<file path="src/rtl/sdram_burst_pkg.sv">
package sdram_burst_pkg;
  localparam int unsigned LEN_CODE_W = 3;
  localparam int unsigned MAX_BL_LOG2 = 3;

  typedef enum logic {
    ORDER_SEQ = 1'b0,
    ORDER_ILV = 1'b1
  } burst_order_e;

  localparam logic [LEN_CODE_W-1:0] LEN_FULL_PAGE = 3'b111;
endpackage

</file>
<file path="src/rtl/burst_len_decode.sv">
module burst_len_decode
  import sdram_burst_pkg::*;
#(
  parameter int unsigned COL_W = 9
) (
  input  logic [LEN_CODE_W-1:0] len_code,
  input  burst_order_e          order,
  output logic [COL_W-1:0]      len_mask,
  output logic                  full_page,
  output logic                  legal
);
  localparam int unsigned FIN_CODES = MAX_BL_LOG2 + 1;

  logic [COL_W-1:0] fin_mask;

  always_comb begin
    fin_mask = '0;
    for (int unsigned k = 0; k < FIN_CODES; k++) begin
      if (len_code == LEN_CODE_W'(k)) fin_mask = COL_W'((1 << k) - 1);
    end
  end

  always_comb begin
    full_page = (len_code == LEN_FULL_PAGE) && (order == ORDER_SEQ);
    legal     = full_page || (int'(len_code) < int'(FIN_CODES));
    len_mask  = full_page ? '1 : fin_mask;
  end
endmodule

</file>
<file path="src/rtl/burst_col_calc.sv">
module burst_col_calc
  import sdram_burst_pkg::*;
#(
  parameter int unsigned COL_W = 9
) (
  input  logic [COL_W-1:0] base,
  input  logic [COL_W-1:0] step,
  input  logic [COL_W-1:0] len_mask,
  input  burst_order_e     order,
  output logic [COL_W-1:0] col
);
  logic [COL_W-1:0] sum;
  assign sum = base + step;

  for (genvar b = 0; b < COL_W; b++) begin : g_bit
    always_comb begin
      if (!len_mask[b])            col[b] = base[b];
      else if (order == ORDER_ILV) col[b] = base[b] ^ step[b];
      else                         col[b] = sum[b];
    end
  end
endmodule

</file>
<file path="src/rtl/burst_seq.sv">
module burst_seq
  import sdram_burst_pkg::*;
#(
  parameter int unsigned COL_W = 9
) (
  input  logic             clk,
  input  logic             rst,
  input  logic             go,
  input  logic [COL_W-1:0] start_col,
  input  burst_order_e     order_in,
  input  logic [COL_W-1:0] mask_in,
  input  logic             full_in,
  input  logic             legal_in,
  input  logic             halt,
  output logic [COL_W-1:0] col_q,
  output logic             run_q,
  output logic             last_q,
  output logic             err_q
);
  logic [COL_W-1:0] base_q, step_q, mask_q, step_nx, calc_col;
  logic             full_q;
  burst_order_e     order_q;
  logic             accept;

  assign accept  = go && legal_in;
  assign step_nx = step_q + 1'b1;

  burst_col_calc #(.COL_W(COL_W)) u_calc (
    .base     (base_q),
    .step     (step_nx),
    .len_mask (mask_q),
    .order    (order_q),
    .col      (calc_col)
  );

  always_ff @(posedge clk) begin
    if (rst) begin
      base_q  <= '0;
      step_q  <= '0;
      mask_q  <= '0;
      full_q  <= 1'b0;
      order_q <= ORDER_SEQ;
      col_q   <= '0;
      run_q   <= 1'b0;
      last_q  <= 1'b0;
      err_q   <= 1'b0;
    end else begin
      err_q <= go && !legal_in;
      if (accept) begin
        base_q  <= start_col;
        step_q  <= '0;
        mask_q  <= mask_in;
        full_q  <= full_in;
        order_q <= order_in;
        col_q   <= start_col;
        run_q   <= 1'b1;
        last_q  <= !full_in && (mask_in == '0);
      end else if (halt) begin
        run_q  <= 1'b0;
        last_q <= 1'b0;
      end else if (run_q && !last_q) begin
        step_q <= step_nx;
        col_q  <= calc_col;
        last_q <= !full_q && (step_nx == mask_q);
      end else begin
        run_q  <= 1'b0;
        last_q <= 1'b0;
      end
    end
  end
endmodule

</file>
<file path="src/rtl/sdram_burst_colgen.sv">
module sdram_burst_colgen
  import sdram_burst_pkg::*;
#(
  parameter int unsigned COL_W = 9
) (
  input  logic             clk,
  input  logic             rst,
  input  logic             cmd_go,
  input  logic [COL_W-1:0] cmd_col,
  input  logic             cmd_ilv,
  input  logic [2:0]       cmd_len,
  input  logic             cmd_halt,
  output logic [COL_W-1:0] col_out,
  output logic             col_valid,
  output logic             burst_last,
  output logic             mode_err
);
  burst_order_e     order;
  logic [COL_W-1:0] dec_mask;
  logic             dec_full, dec_legal;

  assign order = burst_order_e'(cmd_ilv);

  burst_len_decode #(.COL_W(COL_W)) u_dec (
    .len_code  (cmd_len),
    .order     (order),
    .len_mask  (dec_mask),
    .full_page (dec_full),
    .legal     (dec_legal)
  );

  burst_seq #(.COL_W(COL_W)) u_seq (
    .clk       (clk),
    .rst       (rst),
    .go        (cmd_go),
    .start_col (cmd_col),
    .order_in  (order),
    .mask_in   (dec_mask),
    .full_in   (dec_full),
    .legal_in  (dec_legal),
    .halt      (cmd_halt),
    .col_q     (col_out),
    .run_q     (col_valid),
    .last_q    (burst_last),
    .err_q     (mode_err)
  );
endmodule

</file>
<file path="config.mk">
export PLATFORM = sky130hd
export DESIGN_NAME = sdram_burst_colgen
export DESIGN_NICKNAME = d
export VERILOG_FILES = /design/src/rtl/sdram_burst_pkg.sv /design/src/rtl/burst_len_decode.sv /design/src/rtl/burst_col_calc.sv /design/src/rtl/burst_seq.sv /design/src/rtl/sdram_burst_colgen.sv
export SDC_FILE = /design/constraint.sdc
export NUM_CORES = 1
export LEC_CHECK = 0
export CORE_MARGIN = 10
export CORE_UTILIZATION = 49
export DETAILED_ROUTE_END_ITERATION = 8
export PLACE_DENSITY = 0.86
export RECOVER_POWER = 50
export SYNTH_ARGS = -nofsm -noshare
export SYNTH_HDL_FRONTEND = slang
export SYNTH_SLANG_ARGS = --single-unit
</file>
<file path="constraint.sdc">
create_clock -name clk -period 2.5 [get_ports clk]
set_input_delay 0.375 -clock clk [delete_from_list [all_inputs] [get_ports clk]]
set_output_delay 0.375 -clock clk [all_outputs]
set_load 0.05 [all_outputs]
</file>
# Yosys cells after proc, flatten, opt, wreduce, memory -nomap -nowiden
# Index checks and enable logic that the tools add are counted.
word_totals:
  regBits: 41
  output_inout_bits: 12
  word_cells: 77
classes:
  addsub: 2
  n_lt_le_gt_ge: 1
  n_eq_ne: 7
  muxes: 31
  bitwise_logic: 11
  reduce_logical: 16
op_table:
  columns: ["operator", "count"]
  rows:
  - ["$mux W9", 4]
  - ["$mux W1", 25]
  - ["$add A9 B1 Y9 const B", 1]
  - ["$add A9 B9 Y9", 1]
  - ["$eq A9 B9 Y1", 1]
  - ["$logic_not A9 Y1", 1]
  - ["$xor A1 B1 Y1", 9]
  - ["$eq A3 B2 Y1 const B", 2]
  - ["$logic_and A1 B1 Y1", 6]
  - ["$logic_not A1 Y1", 4]
  - ["$reduce_and A2 Y1", 2]
  - ["$eq A3 B1 Y1 const B", 1]
  - ["$eq A3 B3 Y1 const B", 1]
  - ["$lt A3 B3 Y1 const B", 1]
  - ["$mux W3", 1]
  - ["$ne A3 B2 Y1 const B", 1]
  - ["$mux W2", 1]
  - ["$ne A2 B1 Y1 const B", 1]
  - ["$not A1 Y1", 2]
  - ["$reduce_bool A2 Y1", 1]
  - ["$reduce_or A2 Y1", 1]
  - ["$logic_or A1 B1 Y1", 1]

# Depth between registers and ports, before layout
logic_depth:
  word_depth: 8
  depth_mapped: 11
  ltp_nobuf: 11

# Modules after synthesis
# From an unflattened synthesis, not the netlist that was laid out.
unflattened:
  hier_cells: 317
  area_unflattened_um2: 2466.1
by_module_without_submodules:
  columns: ["module", "instances", "cells_per_inst", "area_each_um2"]
  rows:
  - ["burst_seq", 1, 239, 1899.3]
  - ["burst_col_calc", 1, 64, 469.2]
  - ["burst_len_decode", 1, 14, 97.6]

# Least setup slack after synthesis
# No wires, ideal clock.
synth_timing:
  kind: "register -> register"
  startpoint: "reg u_seq.step_q[0]"
  endpoint: "reg u_seq.col_q[7]"
  arrival_time_ns: 2.480
  required_time_ns: 2.414
  slack_ns: -0.065
  path_stages_with_launch: 12
  cell_sequence: "dfxtp_1 -> ha_1 -> nand2_1 -> or2_2 -> xnor2_1 -> ha_1 -> a21oi_1 -> o21a_1 -> o21ai_2 -> xnor2_1 -> or4_1 -> a211oi_1"
synth_via:
  elab_chain_len: 7
synth_lines:
  columns: ["element", "line", "source"]
  rows:
  - ["from (decl)", "burst_seq.sv:20", "logic [COL_W-1:0] base_q, step_q, mask_q, step_nx, calc_col;"]
  - ["from (signal assigned)", "burst_seq.sv:62", "step_q <= step_nx;"]
  - ["$add A9 B1 Y9", "burst_seq.sv:26", "assign step_nx = step_q + 1'b1;"]
  - ["named net u_seq.step_nx[6]", "burst_seq.sv:20", null]
  - ["$add A9 B9 Y9", "burst_col_calc.sv:13", "assign sum = base + step;"]
  - ["$mux W1", "burst_col_calc.sv:18", "else if (order == ORDER_ILV) col[b] = base[b] ^ step[b];"]
  - ["$mux W1", "burst_col_calc.sv:17", "if (!len_mask[b]) col[b] = base[b];"]
  - ["$mux W9", "burst_seq.sv:61", "end else if (run_q && !last_q) begin"]
  - ["$mux W9", "burst_seq.sv:58", "end else if (halt) begin"]
  - ["$mux W9", "burst_seq.sv:49", "if (accept) begin"]
  - ["to (signal assigned)", "burst_seq.sv:55", "col_q <= start_col;"]
  - ["to (signal assigned)", "burst_seq.sv:63", "col_q <= calc_col;"]
  - ["to (decl)", "burst_seq.sv:15", "output logic [COL_W-1:0] col_q,"]
# The timed path passes the listed nets, and every way through them passes these cells. The select of a mux whose other input is x is not followed.
# A chain may end at the register's enable or synchronous reset.

# Worst setup path after layout
# Same ends and word-level chain as after synthesis.

==> impl_results.md <==
- Placed cell areas: ~2500 µm²
- Die area: about 7400 µm²
- Clock sinks: 35
- Clk buf depth: 2
- Crit path DAT: 2650 ps
- H-Tree Depth: 2
- Power Density: ~440 nW/µm²
- Ys Warns: 0
- Synth Cell Area: approximately 2100 µm²
- Share of cells above drive strength 1: between 20% and 30%
- Hold Slack: between 400 and 500 ps
- Final Cycle Share: a little over nine tenths
- Global-route wire length before repair: 9225 µm
- Clock Skew: 4.258 ps
- Final setup viols: 0
- WL final: 5833 µm
- Starting Density: 51.72%
- Synthesized instance count: 264
- Area Growth Syn to Fin: 31.75%
- Final hold vios: 0
- Placed insts: around 350
- # DRC: 0
- Clock-pin slew on the worst setup and hold paths: about 70 ps
- Worst IR Drop VDD: 374.3 µV
- CTS tree: done
- Syn Area/Cell: ~8.1 µm²
- Post-synth EDFFs: 0
- Vias in the first global route: around 2000
- Final net count: around 340
- Die Wd: 85.91 µm
- Hold path start: u_seq.base_q[2]
- Largest area contributor in the netlist: dfxtp_1
- Period minus WS final: around 2400 ps
- Synth top area cells: dfxtp_1, a21oi_1, ha_1
- Drt wl/cell: around 16 µm
- Initial detailed-routing violation count: ~130
- Crit-path max FO: 4
- CTS root buffer: clkbuf_8
- Die H: about 86 µm
- Slew Limit Fails: 0
- Rows: 23
- Vias/cell: 5.805
- Post-Layout Cell Count: about 360
- Rel. slew slack: between 60 and 70%
- Final instance area: between 2000 and 3000 µm²
- Worst R2R End: u_seq.col_q[7]
- Hold path depth: 2
- Register-to-Register Setup Slack: 60 ps
- Core ar.: between 4000 and 5000 µm²
- Layout fillers: between 300 and 400
- Synth cell types: 52
- Ant. Diodes: 0
- Tightest Pin Transition: a little over 500 ps
- FF-to-FF path depth: 11
- Via count: 2084
- CP Launch Type: flop
- DR pass1 iterations: 4
- RSZ-0062 raised after global routing: true
- List of most frequent post-synthesis cells: dfxtp_1, nand2_1, a21oi_1, nor2_1, xor2_1
- Util after Layout: 68.14%
- Total Routing Usage GR: 14.99%
- Setup crit end kind: flop
- Worst EP required: approximately 2700 ps
- Post-synth ARST share: 0%
- Synth Net Count: 293
- Clock Latency Late Sink: 290 ps
- FMAX: about 410 MHz
- Hold Crit Class: flop to flop
- Num CTS Buffers: 5
- Post-DRT Antenna Nets: 0
- Yosys top cell area share: between 30 and 40%
- MaxCap Viol Count: 0
- Leak: 0.001121 µW
- IO Port Bufs: 28
- Outcome: finished clean
- Synthesis-stage register bit count: 35
- Hold Path Sink: u_seq.base_q[2]
- Worst R2R Start: u_seq.step_q[0]
- Post-synthesis sequential area ratio: between 30% and 40%
- Final Wtd Congestion: 0.8862
- Initial antenna violation count: 0
- Top_reg_cell synth: dfxtp_1
- Critical path type: flop to flop
- GR Overflow Total: 0
- I/O pin cnt: 29
- Largest net degree at the start of global routing: 15
- Post-CTS Hold Buffers: 0
- DP Wirelength: 4020 µm
[routing by layer]
metal	wire, µm	part of all wire [%]	vias to the layer above	GRT usage, %
li1	-	-	1012	-
met3	352	6.0	23	3.217
met5	0	0	-	0
met2	2860	49	84	25.15
met4	134	2.3	0	4.491
met1	2485	43	965	18.60
[power breakdown]
part / internal (µW) / leakage [µW] / switching, µW
clock: 195 / 0.0000412 / 215
sequential: 581 / 0.000287 / 22.9
combinational: 92.9 / 0.000793 / 124
total: 869 / 0.00112 / 362
[state kept, by name (all words and copies together) (netlist names)]
| register | count |
|---|---|
| u_seq.last_q | 1 |
| u_seq.err_q | 1 |
| u_seq.order_q | 1 |
| u_seq.run_q | 1 |
| u_seq.mask_q | 4 |
| u_seq.base_q | 9 |
| u_seq.col_q | 9 |
| u_seq.step_q | 9 |
[cells in the final DEF (no fill, tap or decap), types with 3 or more instances in the layout]
cell type	synthesis	routed
a211oi_1	5	4
a21oi_1	28	25
a21oi_2	2	5
a22o_1	3	3
buf_4	1	22
clkbuf_8	1	5
clkdlybuf4s50_1	0	28
dfxtp_1	35	32
dfxtp_2	0	3
ha_1	11	6
ha_4	0	3
inv_1	9	9
mux2i_1	5	5
nand2_1	35	35
nand3_1	9	8
nand4_1	4	4
nor2_1	24	23
nor3_1	6	6
o21ai_0	11	10
xnor2_1	11	8
xor2_1	12	11
[critical path, stage by stage, from the launching register on]
cell and delay, ps:
dfxtp_2 360, ha_4 150, buf_6 110, and3_4 190, xor2_1 160, ha_2 330, a21oi_2 160, o21a_1 140
o21ai_2 60, xnor2_1 120, or4_1 420, a211oi_2 180
[metrics by stage]
step	worst slack (ps)	setup TNS, ps	total power (µW)
3_3_place_gp	53.54	0	820.2
6_report	57.37	0	1232
2_1_floorplan	9.402	0	735.8
4_1_cts	8.249	0	1224
3_5_place_dp	-36.97	-36.97	823.3
5_1_grt	-55.12	-115.1	1281
[cells by family after synthesis]
kind of cell,Yosys count,synth area share (%)
and+or+nand+nor,100,22.52
AOI/OAI and AO/OA,64,18.87
DFF,35,32.92
xor gates and xnor gates,24,10.23
buffers and inverters,24,5.702
adders and majority gates,12,7.407
muxes,5,2.352
[area by class of cell]
class | count | area (µm²) | area share (%)
well taps | 50 | 62.56 | 2.231
flip-flops and latches | 35 | 704.4 | 25.12
multi-input cells | 205 | 1450 | 51.72
repair buffers | 52 | 467.9 | 16.69
inverters | 9 | 33.78 | 1.205
clock buffers | 6 | 72.57 | 2.588
clock inverters | 2 | 12.51 | 0.4462
[what timing repair did]
action,CTS,global route
endpoints found under the setup margin,1,3
setup buffers,2,2
pin swaps,5,7
resized for setup,4,23
[worst max-delay path by stage]
stage,endpoint,startpoint,depth (start not counted),slack [ps]
after CTS,u_seq.col_q[7],u_seq.step_q[0],11,8
final,u_seq.col_q[7],u_seq.step_q[0],11,60
after floorplan,u_seq.col_q[7],u_seq.step_q[0],11,9
after detailed placement,u_seq.col_q[7],u_seq.step_q[1],11,-40
after global routing,u_seq.col_q[8],u_seq.step_q[0],11,-60
after global placement,u_seq.col_q[7],u_seq.step_q[1],11,50
Power figures use the tool's default switching activity.
